<file path="config.mk">
export PLATFORM = sky130hd
export DESIGN_NAME = smbus_reg_responder
export DESIGN_NICKNAME = d
export VERILOG_FILES = /design/src/rtl/srr_pkg.sv /design/src/rtl/srr_regfile.sv /design/src/rtl/srr_ctrl.sv /design/src/rtl/smbus_reg_responder.sv
export SDC_FILE = /design/constraint.sdc
export NUM_CORES = 1
export LEC_CHECK = 0
export BUFFER_PORTS_ARGS = -buffer_cell sky130_fd_sc_hd__buf_4
export CORE_MARGIN = 2
export CORE_UTILIZATION = 23
export DETAILED_ROUTE_END_ITERATION = 8
export SYNTH_ARGS = -nofsm -noshare
export SYNTH_HDL_FRONTEND = slang
export SYNTH_HIERARCHICAL = 1
export SYNTH_SLANG_ARGS = --single-unit
</file>
<file path="constraint.sdc">
create_clock -name clk -period 5.6 [get_ports clk]
set_clock_uncertainty 0.2 [all_clocks]
set_input_delay 0.28 -clock clk [delete_from_list [all_inputs] [get_ports clk]]
set_output_delay 0.28 -clock clk [all_outputs]
set_load 0.005 [all_outputs]
</file>
<file path="src/rtl/srr_pkg.sv">
package srr_pkg;
  typedef enum logic [2:0] {
    S_IDLE,
    S_CMD,
    S_WDATA,
    S_WIGN,
    S_READ,
    S_RDONE
  } srr_state_e;
  localparam logic [7:0] FILL_BYTE = 8'hFF;
endpackage

</file>
<file path="src/rtl/srr_regfile.sv">
module srr_regfile #(
  parameter int NREG = 8,
  localparam int IW = $clog2(NREG)
) (
  input  logic          clk,
  input  logic          we,
  input  logic          we_hi,
  input  logic [IW-1:0] w_idx,
  input  logic [7:0]    w_data,
  input  logic [IW-1:0] r_idx,
  input  logic          r_hi,
  output logic [7:0]    r_byte
);
  logic [7:0] lo_mem [NREG];
  logic [7:0] hi_mem [NREG];

  always_ff @(posedge clk) begin
    if (we && !we_hi) lo_mem[w_idx] <= w_data;
    if (we && we_hi)  hi_mem[w_idx] <= w_data;
  end

  assign r_byte = r_hi ? hi_mem[r_idx] : lo_mem[r_idx];
endmodule

</file>
<file path="src/rtl/srr_ctrl.sv">
module srr_ctrl
  import srr_pkg::*;
#(
  parameter int NREG = 8,
  localparam int IW = $clog2(NREG),
  localparam int COUNT = 2 * NREG,
  localparam int PSW = $clog2(COUNT + 2) + 1
) (
  input  logic          clk,
  input  logic          rst,
  input  logic          ev_start,
  input  logic          ev_stop,
  input  logic          ev_addr,
  input  logic          addr_rd,
  input  logic          ev_wr_byte,
  input  logic [7:0]    wr_data,
  input  logic          ev_rd_req,
  input  logic          ev_host_resp,
  input  logic          host_nack,
  output logic          we,
  output logic          we_hi,
  output logic [IW-1:0] w_idx,
  output logic [7:0]    w_data,
  output logic [IW-1:0] r_idx,
  output logic          r_hi,
  input  logic [7:0]    r_byte,
  output logic          ack_valid,
  output logic          ack_out,
  output logic          rd_valid,
  output logic [7:0]    rd_data
);
  localparam logic [7:0]     BLK_CMD = 8'(NREG);
  localparam logic [7:0]     CNT_BYTE = 8'(COUNT);
  localparam logic [PSW-1:0] POS_MAX = PSW'(COUNT + 1);
  localparam logic [PSW-1:0] POS_CNT = PSW'(COUNT);

  srr_state_e     state;
  logic [7:0]     ptr;
  logic [PSW-1:0] pos;
  logic [PSW-1:0] pm1;
  logic           is_blk;
  logic           wr_ok;
  logic [7:0]     tx_byte;

  assign is_blk = (ptr == BLK_CMD);
  assign wr_ok  = (ptr < BLK_CMD) && (pos < PSW'(2));
  assign we     = ev_wr_byte && !ev_stop && !ev_start && !ev_addr &&
                  (state == S_WDATA) && wr_ok;
  assign we_hi  = pos[0];
  assign w_idx  = ptr[IW-1:0];
  assign w_data = wr_data;
  assign pm1    = pos - PSW'(1);

  always_comb begin
    if (is_blk) begin
      r_idx = pm1[IW:1];
      r_hi  = pm1[0];
      if (pos == '0)          tx_byte = CNT_BYTE;
      else if (pos <= POS_CNT) tx_byte = r_byte;
      else                    tx_byte = FILL_BYTE;
    end else begin
      r_idx   = ptr[IW-1:0];
      r_hi    = pos[0];
      tx_byte = (pos < PSW'(2)) ? r_byte : FILL_BYTE;
    end
  end

  always_ff @(posedge clk) begin
    if (rst) begin
      state     <= S_IDLE;
      ptr       <= '0;
      pos       <= '0;
      ack_valid <= 1'b0;
      ack_out   <= 1'b0;
      rd_valid  <= 1'b0;
      rd_data   <= '0;
    end else begin
      ack_valid <= 1'b0;
      rd_valid  <= 1'b0;
      if (ev_stop || ev_start) begin
        state <= S_IDLE;
        pos   <= '0;
      end else if (ev_addr) begin
        pos   <= '0;
        state <= addr_rd ? S_READ : S_CMD;
      end else if (ev_wr_byte) begin
        ack_valid <= 1'b1;
        case (state)
          S_CMD: begin
            if (wr_data <= BLK_CMD) begin
              ptr     <= wr_data;
              ack_out <= 1'b1;
              state   <= S_WDATA;
            end else begin
              ack_out <= 1'b0;
              state   <= S_WIGN;
            end
          end
          S_WDATA: begin
            ack_out <= wr_ok;
            if (pos != POS_MAX) pos <= pos + PSW'(1);
          end
          default: ack_out <= 1'b0;
        endcase
      end else if (ev_rd_req && state == S_READ) begin
        rd_valid <= 1'b1;
        rd_data  <= tx_byte;
        if (pos != POS_MAX) pos <= pos + PSW'(1);
      end else if (ev_host_resp && host_nack && state == S_READ) begin
        state <= S_RDONE;
      end
    end
  end
endmodule

</file>
<file path="src/rtl/smbus_reg_responder.sv">
module smbus_reg_responder #(
  parameter int NREG = 8
) (
  input  logic       clk,
  input  logic       rst,
  input  logic       ev_start,
  input  logic       ev_stop,
  input  logic       ev_addr,
  input  logic       addr_rd,
  input  logic       ev_wr_byte,
  input  logic [7:0] wr_data,
  input  logic       ev_rd_req,
  input  logic       ev_host_resp,
  input  logic       host_nack,
  output logic       ack_valid,
  output logic       ack_out,
  output logic       rd_valid,
  output logic [7:0] rd_data
);
  localparam int IW = $clog2(NREG);

  logic          we, we_hi, r_hi;
  logic [IW-1:0] w_idx, r_idx;
  logic [7:0]    w_data, r_byte;

  srr_ctrl #(.NREG(NREG)) u_ctrl (
    .clk(clk), .rst(rst), .ev_start(ev_start), .ev_stop(ev_stop),
    .ev_addr(ev_addr), .addr_rd(addr_rd), .ev_wr_byte(ev_wr_byte),
    .wr_data(wr_data), .ev_rd_req(ev_rd_req), .ev_host_resp(ev_host_resp),
    .host_nack(host_nack), .we(we), .we_hi(we_hi), .w_idx(w_idx),
    .w_data(w_data), .r_idx(r_idx), .r_hi(r_hi), .r_byte(r_byte),
    .ack_valid(ack_valid), .ack_out(ack_out), .rd_valid(rd_valid),
    .rd_data(rd_data)
  );

  srr_regfile #(.NREG(NREG)) u_regs (
    .clk(clk), .we(we), .we_hi(we_hi), .w_idx(w_idx), .w_data(w_data),
    .r_idx(r_idx), .r_hi(r_hi), .r_byte(r_byte)
  );
endmodule

</file>
Word level (Yosys, flattened, before mapping)
Memory sizes are Yosys's and may differ from the RTL's.
Index checks and enable logic that the tools add are counted.
W data, S select, Z words.
{"block": "totals", "latch_bits": 0, "n_memories": 2, "word_cells": 79, "rom_bits": 0, "mem_bits_rw": 128, "reg_bits": 28, "output_inout_bits": 11}
{"memory": "u_regs.hi_mem", "words": 8, "width": 8, "rd": 1, "rd_ports_with_merged_regs": 0, "wr": 1, "line": "srr_regfile.sv:15", "text": "logic [7:0] hi_mem [NREG];"}
{"memory": "u_regs.lo_mem", "words": 8, "width": 8, "rd": 1, "rd_ports_with_merged_regs": 0, "wr": 1, "line": "srr_regfile.sv:14", "text": "logic [7:0] lo_mem [NREG];"}
{"block": "op_classes", "n_mul": 0, "reduce_logical": 27, "n_addsub": 2, "eq_ne": 8, "muxes": 26, "div": 0, "n_shift": 0, "bitwise_logic": 3, "magnitude_cmp": 4}
{"cell": "$mux W8", "n": 5}
{"cell": "$mux W6", "n": 4}
{"cell": "$mux W3", "n": 7}
{"cell": "$logic_and A1 B1 Y1", "n": 11}
{"cell": "$mux W1", "n": 9}
{"cell": "$eq A8 B4 Y1 const B", "n": 1}
{"cell": "$le A8 B4 Y1 const B", "n": 1}
{"cell": "$lt A8 B4 Y1 const B", "n": 1}
{"cell": "$add A6 B1 Y6 const B", "n": 1}
{"cell": "$le A6 B5 Y1 const B", "n": 1}
{"cell": "$logic_not A6 Y1", "n": 1}
{"cell": "$lt A6 B2 Y1 const B", "n": 1}
{"cell": "$ne A6 B5 Y1 const B", "n": 1}
{"cell": "$reduce_and A3 Y1", "n": 2}
{"cell": "$reduce_and A5 Y1", "n": 1}
{"cell": "$logic_not A1 Y1", "n": 4}
{"cell": "$reduce_and A4 Y1", "n": 1}
{"cell": "$reduce_or A4 Y1", "n": 1}
{"cell": "$sub A4 B1 Y4 const B", "n": 1}
{"cell": "$eq A3 B1 Y1 const B", "n": 1}
{"cell": "$eq A3 B2 Y1 const B", "n": 1}
{"cell": "$eq A3 B3 Y1 const B", "n": 1}
{"cell": "$ne A3 B2 Y1 const B", "n": 1}
{"cell": "$ne A3 B3 Y1 const B", "n": 1}
{"cell": "other kinds (9)", "n": 11}

Logic depth before layout (Yosys ltp)
Gate-level depths: netlist of run 1.
{"block": "logic_depth", "word_depth": 9, "depth_mapped": 11, "mapped_depth_nobuf": 9}

By module
The synthesis of run 1 kept the hierarchy.
{"mod": "srr_regfile", "area_per_inst_um2": 4987.3, "instances": 1, "cells_per_inst": 221}
{"mod": "srr_ctrl", "area_per_inst_um2": 1536.5, "instances": 1, "cells_per_inst": 170}

Least setup slack after synthesis of run 1
Ideal clock, no wire load.
{"block": "synth_timing", "path_type": "reg-to-reg", "from": "register u_ctrl.ptr[0]", "to": "register u_ctrl.rd_data[4]", "path_slack_ps": 2368, "synth_period_minus_slack_ps": 3232, "t_arrival_ps": 2916, "setup_ps": 116, "stages_incl_launch_ff": 12, "cell_sequence": "dfxtp_1 -> or4b_1 -> or2_2 -> buf_2 -> o21bai_1 -> buf_6 -> buf_6 -> mux4_1 -> a22oi_1 -> nand2_1 -> nand3b_1 -> o211a_1"}
{"block": "synth_via", "elab_chain_len": 7, "elab_cells_between_ends": 10, "cone_classes": "1 x eq/ne; 7 x mux; 2 x memory"}
{"item": "start, declared", "line": "srr_ctrl.sv:38", "text": "logic [7:0] ptr;"}
{"item": "start signal, assigned", "line": "srr_ctrl.sv:91", "text": "ptr <= wr_data;"}
{"item": "$eq A8 B4 Y1", "line": "srr_ctrl.sv:45", "text": "assign is_blk = (ptr == BLK_CMD);"}
{"item": "$mux W3 (*)", "line": "srr_ctrl.sv:55", "text": "if (is_blk) begin"}
{"item": "net r_idx[0]", "line": "smbus_reg_responder.sv:23", "text": "logic [IW-1:0] w_idx, r_idx;"}
{"item": "$mem_v2 Z8 W8, on equally long branches"}
{"item": "$mux W8 (*)", "line": "srr_regfile.sv:22", "text": "assign r_byte = r_hi ? hi_mem[r_idx] : lo_mem[r_idx];"}
{"item": "net r_byte[4]", "line": "smbus_reg_responder.sv:24", "text": "logic [7:0] w_data, r_byte;"}
{"item": "$mux W8", "line": "srr_ctrl.sv:59", "text": "else if (pos <= POS_CNT) tx_byte = r_byte;"}
{"item": "$mux W8", "line": "srr_ctrl.sv:58", "text": "if (pos == '0) tx_byte = CNT_BYTE;"}
{"item": "$mux W8 (*)", "line": "srr_ctrl.sv:55"}
{"item": "end signal, assigned", "line": "srr_ctrl.sv:107", "text": "rd_data <= tx_byte;"}
{"item": "end, declared", "line": "srr_ctrl.sv:30", "text": "output logic [7:0] rd_data"}
The timed path passes the listed nets; every way through them passes the cells marked *.
A chain may end at the register's enable or synchronous reset.

Worst setup path in the final report of run 1
{"block": "layout_timing", "from": "register u_ctrl.ptr[1]", "to": "register u_ctrl.rd_data[4]"}
{"block": "layout_via", "elab_chain_len": 7, "elab_cells_between_ends": 10, "cone_classes": "1 x eq/ne; 7 x mux; 2 x memory"}
{"item": "$eq A8 B4 Y1 (*)", "line": "srr_ctrl.sv:45"}
{"item": "$mux W3 (*)", "line": "srr_ctrl.sv:55"}
{"item": "net r_idx[0]", "line": "smbus_reg_responder.sv:23"}
{"item": "$mem_v2 Z8 W8, on equally long branches"}
{"item": "$mux W8 (*)", "line": "srr_regfile.sv:22"}
{"item": "net r_byte[4]", "line": "smbus_reg_responder.sv:24"}
{"item": "$mux W8", "line": "srr_ctrl.sv:59"}
{"item": "$mux W8", "line": "srr_ctrl.sv:58"}
{"item": "$mux W8 (*)", "line": "srr_ctrl.sv:55"}
Marks and branches as above.

==> results of run 1 <==
[cells in the mapped netlist, drive strengths merged (2+ instances only)]
cell type      instances  share of area, %
a21boi                 2              0.23
a21oi                  6              0.46
a22oi                 16               1.8
a31oi                  8              0.77
and2                   6              0.59
and3                   2              0.19
and4                   2              0.27
buf                   19               2.2
clkbuf                 2              0.12
clkdlybuf4s25          3              0.46
dfxtp                 28               8.6
edfxtp               128                59
ha                     4              0.77
inv                    4              0.23
mux2i                  5              0.77
mux4                  32                12
nand2                 15              0.86
nand2b                 4              0.38
nand3                  9              0.69
nand3b                 5              0.58
nand4                  3              0.29
nand4bb                2              0.35
nor2                  21               1.2
nor2b                  3              0.29
nor3                   6              0.46
nor4                   3              0.29
nor4b                  2              0.36
o211ai                 2              0.23
o21ai                 16               1.2
o21bai                10               1.2
or4                    3              0.40
or4b                   2              0.31
xnor2                  3              0.40
[power by group]
part | total [mW] | internal [mW] | switching (mW)
clock | 1.15 | 0.705 | 0.450
sequential | 1.25 | 1.25 | 0.000944
combinational | 0.0423 | 0.0165 | 0.0258
total | 2.45 | 1.97 | 0.477
[sequential cells by signal (all words and copies together), names as in the netlist]
signal and flops:
u_regs/hi_mem 64, u_ctrl/ptr 8, u_ctrl/ack_out 1, u_ctrl/pos 6, u_regs/lo_mem 64, u_ctrl/rd_data 8, u_ctrl/state 3, u_ctrl/rd_valid 1
u_ctrl/ack_valid 1
[cells by family after synthesis]
logic type,count (synthesis),share of synthesized area [%]
AOI/OAI and AO/OA,69,7.44
xor gates and xnor gates,4,0.537
adders and majority gates,4,0.767
buffers and inverters,28,3.01
DFF,156,67.5
muxes,37,12.6
and+or+nand+nor,93,8.11
[worst paths after layout]
kind             startpoint                   to  slack (ps)  cells after the start
max           u_ctrl/ptr[1]    u_ctrl/rd_data[4]        1380                      9
min              wr_data[7]  u_regs/lo_mem[4][7]           8                      1
max reg2reg   u_ctrl/ptr[1]    u_ctrl/rd_data[4]        1380                      9
min reg2reg  u_ctrl/ack_out       u_ctrl/ack_out         260                      2
[placed cells by master (no fill, tap or decap), types with 5 or more instances in the layout]
| cell type | count |
|---|---|
| mux4_2 | 18 |
| and2_1 | 5 |
| edfxtp_1 | 128 |
| o21bai_1 | 8 |
| buf_4 | 34 |
| dlygate4sd3_1 | 9 |
| o21ai_0 | 16 |
| nor3_1 | 6 |
| nand2_1 | 15 |
| mux4_1 | 14 |
| mux2i_1 | 5 |
| dfxtp_1 | 28 |
| nor2_1 | 21 |
| clkbuf_16 | 17 |
| a22oi_1 | 16 |
| nand3_1 | 9 |
| nand3b_1 | 5 |
| a21oi_1 | 6 |
| a31oi_1 | 8 |
[per-layer routing]
| metal | up-vias | track usage [%] | part of all wire, % |
|---|---|---|---|
| met5 | - | 0 | 0 |
| met4 | 0 | 2.78 | 1.1 |
| met3 | 11 | 3.62 | 8.1 |
| met2 | 136 | 16.1 | 48 |
| met1 | 1858 | 12.1 | 43 |
| li1 | 1655 | - | - |
[per-stage QoR]
stage	power, mW	utilization (%)	worst slack, ps	instance area [sq um]
after floorplan	1.30	-	2370	6520
after global placement	1.32	25.4	1440	7090
after detailed placement	1.32	25.4	1340	7090
after CTS	2.48	27.9	1340	7770
after global routing	2.53	27.9	1020	7770
final	2.45	27.9	1380	7770
[layout make-up]
| cell class | count | area (sq um) |
|---|---|---|
| Fill cell | 2787 | 20100 |
| Sequential cell | 156 | 4400 |
| Multi-Input combinational cell | 207 | 1940 |
| Tap cell | 378 | 473 |
| Clock buffer | 19 | 433 |
| Timing Repair Buffer | 43 | 345 |
| Clock inverter | 13 | 165 |
| Inverter | 4 | 15.0 |
==> results by group, run 1 <==
Outcome
  • Outcome: finished clean

Floorplanning
  • Starting Density: between 20% and 30%
  • Total core area: 27900 sq um
  • Die width: roughly 170 um
  • Site row count: 61
  • Io pins: 29
  • Die height: 172 um
  • Die ar.: approximately 30000 sq um

Pwr
  • P_leak: about 2.5 nW
  • PwrDens: roughly 320 nW/um^2
  • VDD IR-drop max: between 0.00015 and 0.0002 V

Final layout
  • Layout cell share with drive strength beyond 1: 20.6%
  • # nets final: around 450
  • Post-Layout Cell Count: between 800 and 900
  • Area growth from synthesis to layout: 19.2%
  • Antenna diodes: 0

GRT
  • Initial antenna violation count: 0
  • Gr usage total: 9.80%
  • GRT Residual Overflow: 0
  • Global-route wire length before repair: approximately 21000 um
  • Vias in the first global route: between 3000 and 4000
  • Largest net degree at the start of global routing: 33

Timing
  • Hold WS: 7.96 ps
  • Worst-Margin Slew: 1040 ps
  • Final Hold Viols: 0
  • Crit share post-route: 75.3%
  • Rel. slew slack: 30.5%
  • Period minus WS final: 4220 ps
  • Setup violations, final: 0
  • TNS Setup: 0 ps
  • RSZ-0062 raised after global routing: no
  • Final Max Tran Viols: 0
  • F_max: 237 MHz

Place
  • HPWL Detailed: 9090 um
  • RD Place Congestion: 0.783
  • Dpl cells: 779
  • Buffers on Ports: 28

Worst setup path
  • WP buf/inv: 1
  • Top delay family on crit path: simple AND/OR/NAND/NOR gates
  • CP max stage delay: 770 ps
  • Critical path fanouts, max: 22
  • Slowest CP cell: o21bai_4
  • Worst Path Required: about 5700 ps
  • Worst-path cell chain: or4b_1, or2_2, o21bai_4, buf_4, mux4_1, a22oi_1, nand2_1, nand3b_1, o211a_1
  • Critical Path Sink Type: register
  • Crit path DAT: about 4300 ps
  • Startpoint Class: register
  • Crit Path Class: register to register

Synthesis
  • Synth Net Count: roughly 410
  • Yosys Warn Count: 6
  • Primary FF master, synth: edfxtp_1
  • Unique masters post-synth: 55
  • Yosys reg bits: 156
  • Mean Syn Cell Area: 16.7 sq um
  • EDFF count, synth: 128
  • Sequential share of the synthesized area: between 60% and 70%
  • Async SR Flop Fraction: 0%
  • Cells after Synth: 391
  • Synthesized area: 6520 sq um

Drt
  • Vias/cell: 4.46
  • Detailed-route wire length: 13800 um
  • Via count: 3660
  • Drt first-iter violations: 375
  • Wire per inst: roughly 17 um
  • DRT antenna net count: 0
  • DRC: 0
  • Drt pass-1 iters: 5

Clock tree
  • Setup Buffers After CTS: 0
  • H-tree lvl count: 4
  • Clk buf depth: 2
  • CTS Buf Count: 17
  • CTS Hold Bufs: 9
  • Clock slew at reported path FFs: around 60 ps
  • Clock latency on the worst-skew pair: slightly above 400 ps
  • Root Buffer: clkbuf_16
  • CTS sink cnt: 156
  • Post_cts resized: 0
  • CTS tree: yes

Hold path
  • Worst hold path class: input port to register

Run
  • Max-cap violations: 0
Power figures use the tool's default switching activity.
==> run 2, diff against run 1 <==
Clock period 5.6 ns to 4.2 ns, I/O delays scaled along.
==> results by group, run 2 (synthesis results as in run 1) <==
Worst setup path
  • Crit path DAT: 3870 ps (was 4330 ps)
  • Critical path fanouts, max: 20 (was 22)
  • Startpoint Class: register (unchanged)
  • Crit Path Class: register to register (unchanged)
  • Worst Path Required: 4260 ps (was 5710 ps)
  • Critical Path Sink Type: register (unchanged)

Final layout
  • Area growth from synthesis to layout: 21.5% (was 19.2%)
  • Multi-input logic area: 1940 sq um (unchanged)
  • Layout cell share with drive strength beyond 1: 22.1% (was 20.6%)
  • Design area: 7930 sq um (was 7770 sq um)
  • Storage element area: 4400 sq um (unchanged)
  • Most frequent cells in the layout: edfxtp_1 (128), buf_4 (40), dfxtp_1 (28), nor2_1 (21), dlygate4sd3_1 (20) (was edfxtp_1 (128), buf_4 (34), dfxtp_1 (28), nor2_1 (21), mux4_2 (18))
  • # nets final: 470 (was 451)
  • Commonest non-fill, non-tap cell in the layout: edfxtp_1 (unchanged)
  • Largest regs: u_regs/hi_mem (64), u_regs/lo_mem (64) (unchanged)
  • Fill cell count: 2726 (was 2787)
  • Antenna diodes: 0 (unchanged)

Pwr
  • P_leak: 2.59 nW (was 2.51 nW)
  • PwrDens: 399 nW/um^2 (was 315 nW/um^2)
  • Pwr Total: 3.17 mW (was 2.45 mW)
  • VDD IR-drop max: 0.000227 V (was 0.000189 V)

Timing
  • Final Max Tran Viols: 0 (unchanged)
  • Hold WS: 102 ps (was 7.96 ps)
  • TNS Setup: 0 ps (unchanged)
  • Period minus WS final: 3810 ps (was 4220 ps)
  • Setup violations, final: 0 (unchanged)
  • F_max: 263 MHz (was 237 MHz)
  • RSZ-0062 raised after global routing: no (unchanged)
  • Rel. slew slack: 40.2% (was 30.5%)
  • Final Hold Viols: 0 (unchanged)
  • Crit share post-route: 90.6% (was 75.3%)
  • Worst-Margin Slew: 894 ps (was 1040 ps)

Place
  • Placed instance area: 7170 sq um (was 7090 sq um)
  • RD Place Congestion: 0.818 (was 0.783)
  • Buffers on Ports: 28 (unchanged)
  • HPWL Detailed: 9340 um (was 9090 um)

GRT
  • Gr usage total: 10.0% (was 9.80%)
  • Initial antenna violation count: 0 (unchanged)
  • Global-route wire length before repair: 21900 um (was 21400 um)
  • GRT Residual Overflow: 0 (unchanged)
  • Largest net degree at the start of global routing: 21 (was 33)
  • Vias in the first global route: 3727 (was 3783)

Drt
  • Via count: 3733 (was 3660)
  • Vias/cell: 4.45 (was 4.46)
  • Drt first-iter violations: 324 (was 375)
  • Detailed-route wire length: 14500 um (was 13800 um)
  • DRC: 0 (unchanged)
  • Wire per inst: 17.3 um (was 16.9 um)
  • DRT antenna net count: 0 (unchanged)
  • Drt pass-1 iters: 5 (unchanged)

Clock tree
  • Post_cts resized: 0 (unchanged)
  • Clock latency on the worst-skew pair: 420 ps (was 410 ps)
  • H-tree lvl count: 4 (unchanged)
  • Clock slew at reported path FFs: 60 ps (about the same)
  • Clk buf depth: 2 (unchanged)
  • CTS Buf Count: 17 (unchanged)
  • Root Buffer: clkbuf_16 (unchanged)
  • CTS tree: yes (unchanged)
  • CTS sink cnt: 156 (unchanged)

Run
  • Max-cap violations: 0 (unchanged)

Floorplanning
  • Site row count: 61 (unchanged)
  • Io pins: 29 (unchanged)
  • Total core area: 27900 sq um (unchanged)
  • Die ar.: 29700 sq um (unchanged)
  • Die width: 172 um (unchanged)
  • Die height: 172 um (unchanged)
  • Starting Density: 23.4% (unchanged)

Outcome
  • Outcome: finished clean (unchanged)

Hold path
  • Worst hold path class: input port to register (unchanged)
[run 2: timing repair]
item / CTS / global route
buffers inserted: 0 / 0
endpoints found under the hold margin: 147 / 0
hold buffers: 20 / 0
[run 2: path summary, 6_finish.rpt]
check	from	endpoint	slack (ps)	depth (start not counted)
worst max-delay path	u_ctrl/ptr[1]	u_ctrl/rd_data[3]	390	10
worst min-delay path	host_nack	u_ctrl/state[0]	100	4
worst max register to register	u_ctrl/ptr[1]	u_ctrl/rd_data[3]	390	10
worst min register to register	u_ctrl/ack_out	u_ctrl/ack_out	250	2
[run 2: routing by layer]
metal,GRT usage [%],wire [um],vias up
met5,0,0,-
met4,3.18,195,0
met3,2.91,853,9
met2,16.0,6850,114
met1,13.2,6580,1914
li1,-,-,1696
[run 2: area by class of cell]
type | instances | area share, %
inverter | 4 | 0.189
clock buffer | 18 | 5.41
timing repair buffer | 62 | 6.82
sequential | 156 | 55.6
multi-input combinational | 207 | 24.4
clock inverter | 14 | 1.61
tap | 378 | 5.97
[run 2: power breakdown]
group          switching [mW]  internal [mW]  total [mW]
Clock                   0.649          0.779        1.43
Sequential            0.00127           1.67        1.67
Combinational          0.0384         0.0276      0.0660
Total                   0.688           2.48        3.17
[run 2: critical path, cell delays in order (launching register included)]
cell and delay [ps]:
dfxtp_1 390, or4b_1 590, or2_2 420, o21bai_4 340, buf_12 250, buf_12 160
mux4_1 570, a22oi_1 300, nand2_1 130, o21ai_0 190, a31oi_1 100
[run 2: per-stage QoR]
step | std cells | setup slack (ps) | utilization (%)
floorplan | 391 | 968 | -
global placement | 787 | 434 | 25.7
detailed placement | 787 | 398 | 25.7
CTS | 839 | 382 | 28.5
global route | 839 | 169 | 28.5
finish | 839 | 394 | 28.5
